**src/rtl/xcvr_pkg.sv**
```systemverilog
package xcvr_pkg;
  localparam int XC_HALVES = 2;
  localparam int XC_LANE   = 8;

  // one set of active-low controls for a single direction of a single half
  typedef struct packed {
    logic sel_n;
    logic open_n;
    logic drive_n;
  } xc_ctrl_t;
endpackage

```
**src/rtl/xcvr_path.sv**
```systemverilog
module xcvr_path #(
  parameter int LANE = 8
) (
  input  logic            clk,
  input  logic            rst_n,
  input  logic [LANE-1:0] din,
  input  xcvr_pkg::xc_ctrl_t ctl,
  output logic [LANE-1:0] dout,
  output logic            drive
);
  logic [LANE-1:0] held;
  logic            open_now;

  assign open_now = !ctl.sel_n && !ctl.open_n;

  always_ff @(posedge clk or negedge rst_n) begin
    if (!rst_n)        held <= '0;
    else if (open_now) held <= din;
  end

  assign drive = !ctl.sel_n && !ctl.drive_n;
  assign dout  = drive ? (open_now ? din : held) : '0;
endmodule

```
**src/rtl/xcvr_half.sv**
```systemverilog
module xcvr_half #(
  parameter int LANE = 8
) (
  input  logic               clk,
  input  logic               rst_n,
  input  logic [LANE-1:0]    a_in,
  input  logic [LANE-1:0]    b_in,
  input  xcvr_pkg::xc_ctrl_t ab_ctl,
  input  xcvr_pkg::xc_ctrl_t ba_ctl,
  output logic [LANE-1:0]    a_out,
  output logic               a_drv,
  output logic [LANE-1:0]    b_out,
  output logic               b_drv
);
  xcvr_path #(.LANE(LANE)) u_ab (
    .clk(clk), .rst_n(rst_n), .din(a_in), .ctl(ab_ctl),
    .dout(b_out), .drive(b_drv)
  );

  xcvr_path #(.LANE(LANE)) u_ba (
    .clk(clk), .rst_n(rst_n), .din(b_in), .ctl(ba_ctl),
    .dout(a_out), .drive(a_drv)
  );
endmodule

```
**src/rtl/latched_xcvr.sv**
```systemverilog
module latched_xcvr #(
  parameter int HALVES = xcvr_pkg::XC_HALVES,
  parameter int LANE   = xcvr_pkg::XC_LANE,
  localparam int WIDTH = HALVES * LANE
) (
  input  logic              clk,
  input  logic              rst_n,
  input  logic [WIDTH-1:0]  a_in,
  output logic [WIDTH-1:0]  a_out,
  output logic [HALVES-1:0] a_drv,
  input  logic [WIDTH-1:0]  b_in,
  output logic [WIDTH-1:0]  b_out,
  output logic [HALVES-1:0] b_drv,
  input  logic [HALVES-1:0] ab_sel_n,
  input  logic [HALVES-1:0] ab_open_n,
  input  logic [HALVES-1:0] ab_drive_n,
  input  logic [HALVES-1:0] ba_sel_n,
  input  logic [HALVES-1:0] ba_open_n,
  input  logic [HALVES-1:0] ba_drive_n
);
  for (genvar h = 0; h < HALVES; h++) begin : g_half
    xcvr_pkg::xc_ctrl_t ab_c, ba_c;
    assign ab_c = '{sel_n: ab_sel_n[h], open_n: ab_open_n[h], drive_n: ab_drive_n[h]};
    assign ba_c = '{sel_n: ba_sel_n[h], open_n: ba_open_n[h], drive_n: ba_drive_n[h]};

    xcvr_half #(.LANE(LANE)) u_half (
      .clk   (clk),
      .rst_n (rst_n),
      .a_in  (a_in[h*LANE +: LANE]),
      .b_in  (b_in[h*LANE +: LANE]),
      .ab_ctl(ab_c),
      .ba_ctl(ba_c),
      .a_out (a_out[h*LANE +: LANE]),
      .a_drv (a_drv[h]),
      .b_out (b_out[h*LANE +: LANE]),
      .b_drv (b_drv[h])
    );
  end
endmodule

```
**config.mk**
```make
export PLATFORM = sky130hd
export DESIGN_NAME = latched_xcvr
export DESIGN_NICKNAME = d
export VERILOG_FILES = /design/src/rtl/xcvr_pkg.sv /design/src/rtl/xcvr_path.sv /design/src/rtl/xcvr_half.sv /design/src/rtl/latched_xcvr.sv
export SDC_FILE = /design/constraint.sdc
export NUM_CORES = 1
export LEC_CHECK = 0
export BUFFER_PORTS_ARGS = -buffer_cell sky130_fd_sc_hd__buf_2
export CELL_PAD_IN_SITES_DETAIL_PLACEMENT = 0
export CELL_PAD_IN_SITES_GLOBAL_PLACEMENT = 1
export CORE_MARGIN = 2
export CORE_UTILIZATION = 35
export DETAILED_ROUTE_END_ITERATION = 6
export PLACE_DENSITY = 0.78
export RECOVER_POWER = 50
export SYNTH_ARGS = -nofsm -noshare
export SYNTH_HDL_FRONTEND = slang
export SYNTH_SLANG_ARGS = --single-unit
export TNS_END_PERCENT = 5
```
**constraint.sdc**
```tcl
create_clock -name clk -period 1.4 [get_ports clk]
set_input_delay 0.42 -clock clk [delete_from_list [all_inputs] [get_ports clk]]
set_output_delay 0.42 -clock clk [all_outputs]
set_load 0.005 [all_outputs]
```
==> summary.md <==
| Metric | Value |
|---|---|
| Clock Latency Late Sink | `between 200 and 300 ps` |
| Detail Route Antenna Nets | `0` |
| Final Critical Period | `about 1400 ps` |
| Post-Syn Area | `approximately 1800 sq um` |
| Max VDD drop | `around 0.43 mV` |
| DIE AREA | `~5800 sq um` |
| Residual DRC count | `0` |
| Post-Synthesis Cells | `about 150` |
| Int Power | `1.78 mW` |
| Global route overflow | `0` |
| RSZ-0062 raised after global routing | `true` |
| DR vias/cell | `between 4 and 5` |
| Synth cell types | `10` |
| CP max FO | `5` |
| Sw Ratio | `between 20% and 30%` |
| Diode count | `0` |
| CORE AREA | `just over 5000 sq um` |
| Max-Cap Viols | `0` |
| Post-DR wirelength/cell | `12.1 microns` |
| Synthesis-to-layout area growth | `35.3%` |
| Root buf cell | `clkbuf_8` |
| DP HPWL | `about 2800 microns` |
| Crit path required time | `between 900 and 1000 ps` |
| Top Metal Used | `met4` |
| Final setup violation count | `28` |
| Final Hold Fails | `0` |
| Seq/Total Area, Yosys | `44.1%` |
| DRT met1 WL | `1620 microns` |
| Total CTS buffers | `5` |
| First-pass GRT wire length | `6600 microns` |
| Psw | `between 0.5 and 0.6 mW` |
| Die H | `about 76 microns` |
| Filler cells | `between 400 and 500` |
| Initial antenna violation count | `0` |
| Commonest non-fill, non-tap cell in the layout | `buf_2` |
| TritonCTS clock tree | `yes` |
| Via count | `1391` |
| Syn Nets | `just under 200` |
| Largest net degree at the start of global routing | `18` |
| Total GRT Usage | `between 10 and 15%` |
| Port bufs | `slightly above 80` |
| Row count | `26` |
| Relative slew slack | `around 44%` |
| Routed wl met3 | `between 300 and 400 microns` |
| Iteration-0 DRC Markers | `47` |
| HP Class | `in2async` |
| Clock skew | `0 ps` |
| Top post-synthesis cells by area | `dfrtp_1 44%, mux2_2 20%, mux2i_1 18%` |
| Clk slew on worst S/H paths | `about 60 ps` |
| Fin crit share | `104%` |
| Power share of the combinational group | `about 23%` |
| DR pass1 iterations | `4` |
| Core Util, Final | `between 40% and 50%` |
| Achievable frequency | `between 600 and 700 MHz` |
| Failing checks | `setup timing` |
| Clock group share of total power | `between 20 and 30%` |
| Leak | `~1.3 nW` |
| Startpoint Class | `input pin` |
| Share of the synthesized area in the top cell type | `44.1%` |
| Cell taking the most area after synthesis | `dfrtp_1` |
| Cell Pwr Density | `approximately 970 nW/um^2` |
| Final setup margin | `-49.5 ps` |
| Final Wtd Congestion | `0.727` |
| Clock sink count | `32` |
| Syn Area/Cell | `12.0 sq um` |
| Flop pwr share | `47.3%` |
| Wirelength, routed | `between 3000 and 4000 microns` |
| Vias in the first global route | `1456` |
| Maximum clock insertion buffer count | `2` |
| Outcome | `finished, violations left` |
| Die width | `approximately 76 microns` |
| Yosys warns | `0` |
| Wire length on met2 | `between 1500 and 2000 microns` |
| Fraction of layout cells with a size suffix above 1 | `59.2%` |
| Seq cells post-synth | `32` |
| Worst slew pin tran | `835 ps` |
| Post-CTS setup buffers | `0` |
| Most frequent cells in the layout | `68 x buf_2, 32 x mux2_2, 32 x mux2i_1, 32 x dfrtp_1, 26 x nor2_1` |
| Arr. time, crit path | `slightly above 1000 ps` |
| Crit path capture type | `output pin` |
| Starting Density | `36.0%` |
| Critical path type | `in2out` |
| # nets final | `283` |
| I/O pin count | `between 80 and 90` |
| Max-slew violations | `0` |
| Post-layout power | `roughly 2.4 mW` |
| H-tree depth | `2` |
worst max-delay path, cell delays in order:
cell	delay, ps
buf_6	90
or2_4	280
nor2_2	120
buf_2	120
power groups by stage:
stage	clock [mW]	combinational, mW	sequential [mW]
2_1_floorplan	0	0.337	1.13
3_3_place_gp	0	0.516	1.14
3_5_place_dp	0	0.520	1.14
4_1_cts	0.745	0.558	1.13
5_1_grt	0.791	0.602	1.14
6_report	0.707	0.542	1.12
final cells by class:
| class | count | area (sq um) | area share (%) |
|---|---|---|---|
| Timing Repair Buffer | 88 | 529 | 21.5 |
| Clock buffer | 8 | 90.1 | 3.67 |
| Sequential cell | 32 | 801 | 32.6 |
| Multi-Input combinational cell | 106 | 935 | 38.0 |
| Inverter | 4 | 15.0 | 0.611 |
| Tap cell | 70 | 87.6 | 3.56 |
timing repair:
item / CTS / global route
hold buffers: 0 / 0
setup endpoints to repair: 36 / 33
resized for setup: 25 / 3
gates cloned: 1 / 1
pin swaps: 33 / 14
per-stage QoR:
stage               area [sq um]  instances  hold WS (ps)  worst slack (ps)  TNS, ps
detailed placement          2280        298           367              -214    -5820
CTS                         2470        307          62.3             -53.6     -549
global route                2460        308           308             -97.6    -2420
global placement            2280        298           366              -187    -5870
floorplan                   1820        152           124              62.7        0
finish                      2460        308           217             -49.5     -485
final timing paths:
kind	startpoint	to	slack, ps	cells after the start
setup / recovery	ab_drive_n[0]	b_out[7]	-50	4
min in group clk	a_in[11]	g_half[1].u_half.u_ab.held[3]	390	2
hold reg to reg	g_half[1].u_half.u_ba.held[0]	g_half[1].u_half.u_ba.held[0]	500	1
setup reg to reg	g_half[1].u_half.u_ab.held[0]	g_half[1].u_half.u_ab.held[0]	650	1
max in group asynchronous	rst_n	g_half[1].u_half.u_ab.held[0]	270	2
hold / removal	rst_n	g_half[1].u_half.u_ba.held[5]	220	1
Yosys cell counts:
cell type and n:
dfrtp_1 32, mux2_2 32, mux2i_1 32, nor2_1 32, buf_2 4, buf_4 4
buf_6 4, inv_1 4, nor2_8 4, or2_1 4
logic make-up (layout without fill, tap and decap cells):
group	count (synthesis)	in the layout	synth area share [%]
buf+inv	16	100	6.06
simple gates	40	42	12.4
flops	32	32	44.1
mux	64	64	37.5
layer usage:
layer / track usage, % / vias up
met1: 16.7 / 642
met5: 0 / -
met2: 23.7 / 58
li1: - / 686
met3: 4.38 / 5
met4: 6.55 / 0
sequential cells by signal, indices dropped and copies added, names as in the netlist:
register / count
g_half.u_half.u_ab.held: 16
g_half.u_half.u_ba.held: 16
Power figures use the tool's default switching activity.
